===== src/rtl/vccf_pkg.sv =====
package vccf_pkg;

   // cycles one buffer slot is out of use: forward link, FIFO write,
   // credit path, counter update
   function automatic int vccf_rtt(input int fwd_lat, input int crd_lat);
      return fwd_lat + crd_lat + 2;
   endfunction

   // index width that never collapses to zero
   function automatic int vccf_idx_w(input int n);
      return (n > 1) ? $clog2(n) : 1;
   endfunction

endpackage


===== src/rtl/vccf_delay_line.sv =====
module vccf_delay_line #(
   parameter int W   = 8,
   parameter int LAT = 1
) (
   input  logic         clk,
   input  logic         rst_n,
   input  logic [W-1:0] d,
   output logic [W-1:0] q
);

   generate
      if (LAT < 0) begin : g_bad_lat
         $error("vccf_delay_line: LAT must not be negative");
      end

      if (LAT == 0) begin : g_wire
         assign q = d;
      end else begin : g_regs
         logic [W-1:0] stg [LAT];

         always_ff @(posedge clk) begin
            if (!rst_n) begin
               for (int i = 0; i < LAT; i++) stg[i] <= '0;
            end else begin
               stg[0] <= d;
               for (int i = 1; i < LAT; i++) stg[i] <= stg[i-1];
            end
         end

         assign q = stg[LAT-1];
      end
   endgenerate

endmodule


===== src/rtl/vccf_credit_ctr.sv =====
module vccf_credit_ctr #(
   parameter int DEPTH = 6,
   parameter int CW    = 3
) (
   input  logic          clk,
   input  logic          rst_n,
   input  logic          take,
   input  logic          give,
   output logic [CW-1:0] level,
   output logic          has_credit
);

   localparam logic [CW-1:0] FULL = CW'(DEPTH);

   generate
      if ((1 << CW) <= DEPTH) begin : g_bad_cw
         $error("vccf_credit_ctr: CW too narrow for DEPTH");
      end
   endgenerate

   always_ff @(posedge clk) begin
      if (!rst_n) begin
         level <= FULL;
      end else begin
         unique case ({take, give})
            2'b10:   level <= level - 1'b1;
            2'b01:   level <= level + 1'b1;
            default: level <= level;
         endcase
      end
   end

   assign has_credit = (level != '0);

endmodule


===== src/rtl/vccf_vc_fifo.sv =====
module vccf_vc_fifo #(
   parameter int W     = 16,
   parameter int DEPTH = 6,
   parameter int CW    = 3
) (
   input  logic          clk,
   input  logic          rst_n,
   input  logic          push,
   input  logic [W-1:0]  din,
   input  logic          pop,
   output logic [W-1:0]  dout,
   output logic          empty,
   output logic [CW-1:0] fill
);

   localparam int PW = (DEPTH > 1) ? $clog2(DEPTH) : 1;
   localparam logic [PW-1:0] LAST = PW'(DEPTH - 1);

   logic [W-1:0]  mem [DEPTH];
   logic [PW-1:0] wr_ptr;
   logic [PW-1:0] rd_ptr;

   function automatic logic [PW-1:0] bump(input logic [PW-1:0] p);
      return (p == LAST) ? '0 : p + 1'b1;
   endfunction

   always_ff @(posedge clk) begin
      if (push) mem[wr_ptr] <= din;
   end

   always_ff @(posedge clk) begin
      if (!rst_n) begin
         wr_ptr <= '0;
         rd_ptr <= '0;
         fill   <= '0;
      end else begin
         if (push) wr_ptr <= bump(wr_ptr);
         if (pop)  rd_ptr <= bump(rd_ptr);
         unique case ({push, pop})
            2'b10:   fill <= fill + 1'b1;
            2'b01:   fill <= fill - 1'b1;
            default: fill <= fill;
         endcase
      end
   end

   assign empty = (fill == '0);
   assign dout  = mem[rd_ptr];

endmodule


===== src/rtl/vc_credit_link.sv =====
module vc_credit_link
   import vccf_pkg::*;
#(
   parameter int NUM_VC     = 4,
   parameter int DEPTH      = 6,
   parameter int FLIT_W     = 16,
   parameter int FWD_LAT    = 1,
   parameter int CRD_LAT    = 3,
   parameter bit RATE_CHECK = 1'b1,
   localparam int VCW       = vccf_idx_w(NUM_VC),
   localparam int CW        = $clog2(DEPTH + 1)
) (
   input  logic                 clk,
   input  logic                 rst_n,
   input  logic                 send_req,
   input  logic [VCW-1:0]       send_vc,
   input  logic [FLIT_W-1:0]    send_data,
   output logic                 send_grant,
   output logic [NUM_VC*CW-1:0] credit_count,
   input  logic                 dn_pop_req,
   input  logic [VCW-1:0]       dn_pop_vc,
   output logic                 dn_pop_ok,
   output logic [FLIT_W-1:0]    dn_pop_data
);

   localparam int RTT   = vccf_rtt(FWD_LAT, CRD_LAT);
   localparam int LINKW = 1 + VCW + FLIT_W;
   localparam int CRDW  = 1 + VCW;

   // elaboration checks
   generate
      if (NUM_VC < 1) begin : g_bad_nvc
         $error("vc_credit_link: NUM_VC must be at least 1");
      end
      if (DEPTH < 1) begin : g_bad_depth
         $error("vc_credit_link: DEPTH must be at least 1");
      end
      if (FLIT_W < 1) begin : g_bad_w
         $error("vc_credit_link: FLIT_W must be at least 1");
      end
      if (FWD_LAT < 0 || CRD_LAT < 0) begin : g_bad_lat
         $error("vc_credit_link: latencies must not be negative");
      end
      if (RATE_CHECK && (DEPTH < RTT)) begin : g_short_buf
         $error("vc_credit_link: DEPTH below credit round trip, full rate impossible");
      end
   endgenerate

   // upstream credit side
   logic [NUM_VC-1:0] req_hit;
   logic [NUM_VC-1:0] vc_has_credit;
   logic [NUM_VC-1:0] take_credit;
   logic [NUM_VC-1:0] give_credit;
   logic [CW-1:0]     ctr_level [NUM_VC];

   // forward link
   logic [LINKW-1:0]  link_in;
   logic [LINKW-1:0]  link_out;
   logic              lk_valid;
   logic [VCW-1:0]    lk_vc;
   logic [FLIT_W-1:0] lk_data;

   // downstream buffers
   logic [NUM_VC-1:0] buf_push;
   logic [NUM_VC-1:0] buf_pop;
   logic [NUM_VC-1:0] buf_empty;
   logic [FLIT_W-1:0] buf_dout [NUM_VC];
   logic [CW-1:0]     buf_fill [NUM_VC];
   logic [NUM_VC*CW-1:0] occ_flat;

   // credit return path
   logic [CRDW-1:0]   crd_in;
   logic [CRDW-1:0]   crd_out;
   logic              crd_valid;
   logic [VCW-1:0]    crd_vc;

   genvar v;
   generate
      for (v = 0; v < NUM_VC; v++) begin : g_vc
         assign req_hit[v]     = send_req && (send_vc == VCW'(v));
         assign take_credit[v] = req_hit[v] && vc_has_credit[v];
         assign give_credit[v] = crd_valid && (crd_vc == VCW'(v));

         vccf_credit_ctr #(
            .DEPTH (DEPTH),
            .CW    (CW)
         ) u_ctr (
            .clk        (clk),
            .rst_n      (rst_n),
            .take       (take_credit[v]),
            .give       (give_credit[v]),
            .level      (ctr_level[v]),
            .has_credit (vc_has_credit[v])
         );

         assign credit_count[v*CW +: CW] = ctr_level[v];

         assign buf_push[v] = lk_valid && (lk_vc == VCW'(v));
         assign buf_pop[v]  = dn_pop_req && (dn_pop_vc == VCW'(v)) && !buf_empty[v];

         vccf_vc_fifo #(
            .W     (FLIT_W),
            .DEPTH (DEPTH),
            .CW    (CW)
         ) u_buf (
            .clk   (clk),
            .rst_n (rst_n),
            .push  (buf_push[v]),
            .din   (lk_data),
            .pop   (buf_pop[v]),
            .dout  (buf_dout[v]),
            .empty (buf_empty[v]),
            .fill  (buf_fill[v])
         );

         assign occ_flat[v*CW +: CW] = buf_fill[v];
      end
   endgenerate

   assign send_grant = |take_credit;

   assign link_in = {send_grant, send_vc, send_data};

   vccf_delay_line #(
      .W   (LINKW),
      .LAT (FWD_LAT)
   ) u_fwd (
      .clk   (clk),
      .rst_n (rst_n),
      .d     (link_in),
      .q     (link_out)
   );

   assign {lk_valid, lk_vc, lk_data} = link_out;

   assign dn_pop_ok = |buf_pop;

   always_comb begin
      dn_pop_data = '0;
      for (int i = 0; i < NUM_VC; i++) begin
         if (buf_pop[i]) dn_pop_data = buf_dout[i];
      end
   end

   assign crd_in = {dn_pop_ok, dn_pop_vc};

   vccf_delay_line #(
      .W   (CRDW),
      .LAT (CRD_LAT)
   ) u_crd (
      .clk   (clk),
      .rst_n (rst_n),
      .d     (crd_in),
      .q     (crd_out)
   );

   assign {crd_valid, crd_vc} = crd_out;

endmodule


===== config.mk =====
export PLATFORM = sky130hd
export DESIGN_NAME = vc_credit_link
export DESIGN_NICKNAME = d
export VERILOG_FILES = /design/src/rtl/vccf_pkg.sv /design/src/rtl/vccf_delay_line.sv /design/src/rtl/vccf_credit_ctr.sv /design/src/rtl/vccf_vc_fifo.sv /design/src/rtl/vc_credit_link.sv
export SDC_FILE = /design/constraint.sdc
export NUM_CORES = 1
export LEC_CHECK = 0
export ABC_AREA = 1
export BUFFER_PORTS_ARGS = -buffer_cell sky130_fd_sc_hd__buf_4
export CORE_ASPECT_RATIO = 1.4
export CORE_MARGIN = 5
export CORE_UTILIZATION = 40
export CTS_CLUSTER_DIAMETER = 120
export DETAILED_ROUTE_END_ITERATION = 16
export MAX_ROUTING_LAYER = met4
export PLACE_DENSITY = 0.59
export SLEW_MARGIN = 30
export SYNTH_ARGS = -nofsm -noshare
export SYNTH_HDL_FRONTEND = slang
export SYNTH_SLANG_ARGS = --single-unit
export TNS_END_PERCENT = 1

===== constraint.sdc =====
create_clock -name clk -period 3.8 [get_ports clk]
set_clock_uncertainty 0.15 [all_clocks]
set_input_delay 0.95 -clock clk [delete_from_list [all_inputs] [get_ports clk]]
set_output_delay 0.95 -clock clk [all_outputs]
set_load 0.05 [all_outputs]

==> results of run 1 <==
## critical path: cells and delay by family (launching register included)
family	cells	cell delay, ps
buffers and inverters	2	500
AND/OR/NAND/NOR	8	680
flip-flops	1	670
## cell usage after synthesis
cell,count,area share
nand2_1,482,0.092
edfxtp_1,384,0.59
inv_1,265,0.051
nor2_1,184,0.035
o21ai_0,106,0.027
nand3_1,91,0.023
a21oi_1,90,0.023
dfxtp_1,88,0.090
buf_2,44,0.011
clkbuf_1,19,0.0036
inv_2,18,0.0034
nand4_1,17,0.0054
o21a_1,17,0.0065
nor3_1,12,0.0031
nor4_1,9,0.0029
fa_1,8,0.0082
ha_1,8,0.0051
buf_1,7,0.0013
buf_4,7,0.0027
nor2_2,5,0.0016
o21ai_1,5,0.0013
nand3_2,4,0.0020
o31ai_1,4,0.0015
xnor2_1,4,0.0018
nor2_4,3,0.0017
nor3_2,3,0.0015
inv_4,2,0.00064
o21bai_4,2,0.0019
a31oi_1,1,0.00032
buf_6,1,0.00057
nand2_2,1,0.00032
nand3_4,1,0.00089
or2_2,1,0.00032
xor2_1,1,0.00045
## power breakdown
group          internal [mW]  leakage, nW  switching (mW)  total [mW]
clock                   2.45        0.683            1.87        4.32
combinational         0.0854         4.09           0.199       0.284
sequential              5.63         4.23          0.0923        5.72
## per-stage QoR
step                total power, mW  worst slack, ps  std cells  hold slack, ps
floorplan                      5.96              737       1894             240
global placement               6.11              408       2543             244
detailed placement             6.12              403       2543             252
CTS                            10.4              204       2630             264
global route                   10.7             69.1       2633             281
finish                         10.3              273       2633             255
## path summary, 6_finish.rpt
check                          from                     end  slack, ps  cells past startpoint
min          u_crd.g_regs.stg[0][5]  u_crd.g_regs.stg[0][8]        250                      2
max reg2reg   g_vc[1].u_buf.fill[1]   g_vc[1].u_buf.fill[2]       1300                     11
max                        register         dn_pop_data[14]        270                     10
min reg2reg  u_crd.g_regs.stg[0][5]  u_crd.g_regs.stg[0][8]        250                      2
## per-layer routing
metal	up-vias	share of wire	wire length, um
met4	0	0.038	1750
met3	109	0.063	2930
li1	6312	-	-
met5	-	0	0
met1	6129	0.41	19100
met2	364	0.49	22900
## state kept, by name (all words and copies together) (netlist names), named ones only
| signal | cells |
|---|---|
| g_vc.u_ctr.level | 12 |
| g_vc.u_buf.rd_ptr | 12 |
| u_fwd.g_regs.stg | 19 |
| g_vc.u_buf.mem | 384 |
| g_vc.u_buf.wr_ptr | 12 |
| u_crd.g_regs.stg | 9 |
| g_vc.u_buf.fill | 12 |
## cell type report
class	count	area share
Clock buffer	69	0.0587
Clock inverter	18	0.00476
Antenna cell	1	0.000112
Inverter	285	0.0482
Tap cell	637	0.0357
Multi-Input combinational cell	1059	0.224
Timing Repair Buffer	92	0.0326
Sequential cell	472	0.596
## cells by family (layout without fill, tap and decap cells)
group                    count (synthesis)  count (layout)
AO/OA/AOI/OAI                          225             225
AND/OR/NAND/NOR                        813             813
flip-flops                             472             472
adder cells (fa/ha/maj)                 16              16
other                                    0               1
XOR/XNOR                                 5               5
buffers and inverters                  363             464
==> qor.yml, run 1 <==
status: "completed"
layout_commonest_cell: "nand2_1"
grt.busiest_layer: "met2"
first_iter_violations: 909
ys_ff_latch: 472
root_buffer: "clkbuf_16"
syn-mean-instance-area_um2: 10.4
viasPerCell: 4.90
maxCapViolCount: 0
syn_inst: 1894
die_w_um: 197
start_util: 0.402
dieArea_mm2: 0.0536
hold_class: "reg -> reg"
nFillCells: 4578
dpl.hpwl_mm: 29.4
insertion_delay_ps: 560
synth_simple_gate_area_share: 0.171
globalRouteMet1Util: 0.218
place.gp.congestion: 0.836
yosys.cell_types.count: 34
grt_pass1_vias: 12755
cts_made_buffers: 47
overflow: 0
arrival_ps: 2430
fin_util: 0.458
maxSlewViolCount: 0
wl_per_cell_um: 17.7
cts.sinks: 472
boundaryPins: 54
worst_pin_slew_ps: 958
dr.pass1.iters: 5
postCtsSetupBuffers: 0
rows: 96
seq_area_frac_synth: 0.678
grt_max_degree: 65
grt_pass1_wl_mm: 72.1
leakagePower_nw: 9.01
final_nets: 1997
drc_errors: 0
met3_usage: 0.0324
worst_ep_required_time_ps: 2700
synth_fa_ha_area_frac: 0.0133
yosys_warnings: 0
cts_tree: "yes"
fin_tns_setup_ps: 0
crit_path_cell_trace: "buf_12 > nor2_1 > nor2_1 > nand2_1 > nand2_1 > nand2_1 > nand2_1 > nand2_1 > nand4_1 > buf_4"
core-area_mm2: 0.0488
die_h_um: 272
crit_type: "reg -> out"
synth_xor_area_frac: 0.00223
final_antenna_net_count: 0
cp_slowest_cell: "dfxtp_2"
multi_input_area_mm2: 0.00499
max_freq_mhz: 284
track_usage: 0.178
fin_area_mm2: 0.0223
ir_worst_vdd_uv: 359
powerDensity_mw_per_mm2: 463
relSlewSlack: 0.360
rsz0062_at_grt: "no"
critPathMaxStageDelay_ps: 670
path_clk_slew_ps: 60
totalWireLength_mm: 46.7
cts_buffer_depth: 3
drive_gt1_frac: 0.110
vias: 12914
holdBufCountCts: 0
final_cell_mix: "482 x nand2_1, 384 x edfxtp_1, 265 x inv_1, 184 x nor2_1, 106 x o21ai_0"
synth_fp_nets: 1934
worstSetupEndpointType: "output port"
crit_path_frequent_cell: "nand2_1"
htreeDepth: 2
antenna_found_initial: 1
post_cts_resized: 0
io_buffers: 53
place_area_mm2: 0.0209
muxShareOfSynthArea: 0
synth_top_family_by_area: "simple AND/OR/NAND/NOR gates"
use_met2: 0.295
min_period_ps: 3530
setup_viol: 0
synth_compound_area_frac: 0.0616
syn2layout_area_growth_pct: 13.9
crit_fanout: 36
critPathLaunchType: "register"
netlist_area_mm2: 0.0196
finalHoldViolCount: 0
fin_crit_sh: 0.928
regArea_mm2: 0.0133
Note: power is estimated with default switching activity, not from simulation.
==> inputs of run 2 (changes only) <==
- CELL_PAD_IN_SITES_DETAIL_PLACEMENT: not set -> 1
- CELL_PAD_IN_SITES_GLOBAL_PLACEMENT: not set -> 1
- CORE_UTILIZATION: 40 -> 50
- PLACE_DENSITY: 0.59 -> 0.84
==> qor.yml, run 2 (synthesized netlist as in run 1, its figures left out) <==
status: "completed"
largest_register: "g_vc.u_buf.mem"
arrival_ps: 2540
relSlewSlack: 0.319
wl_per_cell_um: 22.4
insertion_delay_ps: 570
min_period_ps: 3640
final_nets: 1995
critPathLaunchType: "register"
start_util: 0.508
cts_made_buffers: 44
powerDensity_mw_per_mm2: 477
reg2reg_to: "g_vc[1].u_buf.fill[2]"
cts.sinks: 472
boundaryPins: 54
totalWireLength_mm: 56.4
track_usage: 0.268
worstHoldStart: "u_crd.g_regs.stg[0][1]"
final_antenna_net_count: 0
die_h_um: 244
reg.largest.list: "g_vc.u_buf.mem (384), u_fwd.g_regs.stg (19)"
grt_pass1_vias: 15158
grt.busiest_layer: "met2"
met3_usage: 0.0408
dpl.hpwl_mm: 35.9
grt_pass1_wl_mm: 85.4
r2r_start: "g_vc[1].u_buf.fill[1]"
dr.pass1.iters: 5
dieArea_mm2: 0.0433
io_buffers: 53
vias: 13893
max_freq_mhz: 275
htreeDepth: 2
setup_viol: 0
place.gp.congestion: 0.840
finalHoldViolCount: 0
ir_worst_vdd_uv: 296
maxSlewViolCount: 0
final_cell_mix: "482 x nand2_1, 384 x edfxtp_1, 266 x inv_1, 184 x nor2_1, 106 x o21ai_0"
postCtsSetupBuffers: 0
fin_crit_sh: 0.957
ff2ff_setup_slack_ps: 1140
cts_tree: "yes"
core-area_mm2: 0.0386
first_iter_violations: 1081
dp_slack_ps: 383
largest_reg_flops: 384
fin_tns_setup_ps: 0
drive_gt1_frac: 0.118
die_w_um: 177
worst_ep_required_time_ps: 2700
crit_type: "reg -> out"
p_total_mw: 10.6
antenna_found_initial: 1
path_clk_slew_ps: 60
rsz0062_at_grt: "no"
fin_util: 0.576
worst_pin_slew_ps: 1020
grt_max_degree: 65
drc_errors: 0
hold_class: "reg -> reg"
worstSetupEndpointType: "output port"
globalRouteMet1Util: 0.295
use_met2: 0.464
rows: 85
hold_path_end: "u_crd.g_regs.stg[0][4]"
overflow: 0
crit_fanout: 22
reg2regPathDepth: 11
viasPerCell: 5.53
maxCapViolCount: 0
layout_commonest_cell: "nand2_1"
whs_path_depth: 2
final.setup.worst_slack_ps: 164
leakagePower_nw: 9.05
cts_buffer_depth: 3
syn2layout_area_growth_pct: 13.4
holdBufCountCts: 0
root_buffer: "clkbuf_16"
-- run 2: cell types whose count changed in the layout (fill, tap and decap cells not counted), sizes merged --
| cell | delta |
|---|---|
| bufinv | +4 |
| buf | +1 |
| inv | +1 |
| clkinvlp | +1 |
| clkinv | -3 |
| clkbuf | -8 |
-- run 2: timing repair --
action,CTS,global route
cloned,0,0
endpoints found under the setup margin,1,6
resized for setup,1,2
hold endpoints to repair,0,0
-- run 2: stage by stage --
step | hold WS (ps) | cells | cell area [um^2]
after CTS | 278 | 2512 | 22200
after floorplan | 240 | 1894 | 19600
after global routing | 287 | 2514 | 22200
after global placement | 252 | 2429 | 20700
final | 267 | 2514 | 22200
after detailed placement | 266 | 2430 | 20700
-- run 2: area by class of cell --
cell class / count / area [um^2]
Sequential cell: 472 / 13300
Multi-Input combinational cell: 1059 / 4980
Clock buffer: 61 / 1250
Fill cell: 4188 / 16400
Timing Repair Buffer: 93 / 706
Antenna cell: 1 / 2.50
Clock inverter: 21 / 250
Inverter: 285 / 1080
Tap cell: 522 / 653
-- run 2: power breakdown --
part           total [mW]  internal (mW)  switching [mW]
clock network        4.58           2.65            1.93
logic               0.284         0.0849           0.199
registers            5.74           5.63           0.111
-- run 2: how the worst max path moves through the flow --
stage / from / to / slack [ps] / cells after the start
final: register / dn_pop_data[7] / 160 / 7
after global routing: register / dn_pop_data[7] / 50 / 7
after CTS: register / dn_pop_data[11] / 20 / 8
after detailed placement: dn_pop_vc[1] / dn_pop_data[2] / 380 / 7
after global placement: dn_pop_vc[1] / dn_pop_data[1] / 470 / 7
after floorplan: dn_pop_vc[1] / dn_pop_data[10] / 740 / 6
-- run 2: critical path, cell delays in order, from the launching register on --
cell and delay, ps:
dfxtp_1 310, inv_1 660, buf_4 290, a21oi_1 50
a21oi_1 200, nand2_1 80, nand4_1 130, buf_4 220
-- run 2: per-layer routing --
layer,vias to the layer above,share of wire
met3,173,0.057
met5,-,0
met2,467,0.52
li1,6295,-
met1,6958,0.36
met4,0,0.063
==> inputs of run 3 (changes only) <==
- SETUP_SLACK_MARGIN: not set -> 0.4
==> qor.yml, run 3 (synthesized netlist as in run 1, its figures left out) <==
status: "completed"
rsz0062_at_grt: "yes"
cp.buffers_inverters: 2
arrival_ps: 2290
final_antenna_net_count: 0
crit_path_frequent_cell: "nand2_1"
hold_class: "reg -> reg"
overflow: 0
ir_worst_vdd_uv: 297
vias: 14126
dp_slack_ps: 383
die_w_um: 177
post-place-cells: 2430
path_clk_slew_ps: 70
crit_fanout: 32
cts_made_buffers: 44
leakagePower_nw: 9.17
drive_gt1_frac: 0.131
path_delay_family: "simple AND/OR/NAND/NOR gates"
grt_max_degree: 65
final.setup.worst_slack_ps: 407
p_total_mw: 10.6
viasPerCell: 5.58
maxSlewViolCount: 0
timing.hold.ws_ps: 272
first_iter_violations: 1161
dieArea_mm2: 0.0433
finalHoldViolCount: 0
critPathMaxStageDelay_ps: 420
layout_commonest_cell: "nand2_1"
crit_type: "reg -> out"
relSlewSlack: 0.319
grt_pass1_vias: 15288
largest_reg_flops: 384
worst_pin_slew_ps: 1020
critPathLaunchType: "register"
die_h_um: 244
place.gp.congestion: 0.840
cp_slowest_cell: "dfxtp_2"
diodes: 0
largest_register: "g_vc.u_buf.mem"
max_freq_mhz: 295
final_nets: 2014
start_util: 0.508
dpl.hpwl_mm: 35.9
final_cell_mix: "482 x nand2_1, 384 x edfxtp_1, 262 x inv_1, 184 x nor2_1, 105 x o21ai_0"
rows: 85
powerDensity_mw_per_mm2: 471
syn2layout_area_growth_pct: 15.0
fin_crit_sh: 0.893
cts_buffer_depth: 3
totalWireLength_mm: 58.4
track_usage: 0.273
boundaryPins: 54
setup_viol: 0
stdcell_count: 2532
fin_tns_setup_ps: 0
wl_per_cell_um: 23.1
core-area_mm2: 0.0386
antenna_found_initial: 0
crit_path_cell_trace: "buf_12 > nand2_1 > nand3_1 > nand2_1 > nand2_1 > nand2_1 > nand2_1 > nand4_1 > buf_6"
maxCapViolCount: 0
htreeDepth: 2
worstSetupEndpointType: "output port"
worst_ep_required_time_ps: 2700
io_buffers: 53
min_period_ps: 3390
insertion_delay_ps: 570
cts.sinks: 472
reg.largest.list: "g_vc.u_buf.mem (384), u_fwd.g_regs.stg (19)"
dr.pass1.iters: 6
drc_errors: 0
grt_pass1_wl_mm: 86.9
cts_tree: "yes"
root_buffer: "clkbuf_16"
[run 3: cell types whose count changed in the layout (fill, tap and decap cells not counted), moves of 2 or more]
cell	change
buf_6	+7
clkinvlp_4	+6
dfxtp_4	+2
buf_8	+3
inv_2	-3
dfxtp_2	+4
buf_12	+6
dfxtp_1	-6
inv_6	+3
inv_1	-4
[run 3: tightest hold or removal path, delay by kind of cell (launching register included)]
family	cells	cell delay, ps
flops	1	310
buf+inv	1	40
simple gates	1	50
[run 3: layout make-up]
class | instances | area [um^2]
Clock inverter | 21 | 250
Timing Repair inverter | 2 | 15.0
Timing Repair Buffer | 110 | 957
Tap cell | 522 | 653
Clock buffer | 61 | 1250
Inverter | 285 | 1110
Sequential cell | 472 | 13300
Multi-Input combinational cell | 1059 | 4980
Fill cell | 4164 | 16100
[run 3: repair_timing]
| action | CTS | global route |
|---|---|---|
| cloned | 2 | 0 |
| endpoints found under the setup margin | 16 | 16 |
| resized for setup | 23 | 23 |
| pin swaps | 1 | 1 |
| endpoints found under the hold margin | 0 | 0 |
| hold buffers | 0 | 0 |
| setup buffers | 11 | 6 |
[run 3: final timing paths]
check	start	end	slack [ps]	depth (start not counted)
setup / recovery	register	dn_pop_data[10]	410	9
hold / removal	u_crd.g_regs.stg[0][3]	u_crd.g_regs.stg[0][6]	270	2
setup reg to reg	g_vc[1].u_buf.fill[1]	g_vc[1].u_buf.fill[2]	1060	11
hold reg to reg	u_crd.g_regs.stg[0][3]	u_crd.g_regs.stg[0][6]	270	2
[run 3: stage by stage]
step | cell area (um^2) | util
3_5_place_dp | 20700 | 0.536
3_3_place_gp | 20700 | 0.536
4_1_cts | 22400 | 0.580
2_1_floorplan | 19600 | -
5_1_grt | 22500 | 0.584
6_report | 22500 | 0.584
[run 3: metal layers]
metal,vias up,wire length [um],global-route usage
li1,6333,-,-
met1,7088,21400,0.301
met5,-,0,-
met2,523,30600,0.475
met4,0,3210,0.143
met3,182,3270,0.0429
[run 3: power breakdown]
part | internal, mW | switching [mW] | total (mW)
registers | 5.63 | 0.112 | 5.74
logic | 0.0903 | 0.202 | 0.293
clock network | 2.65 | 1.94 | 4.59
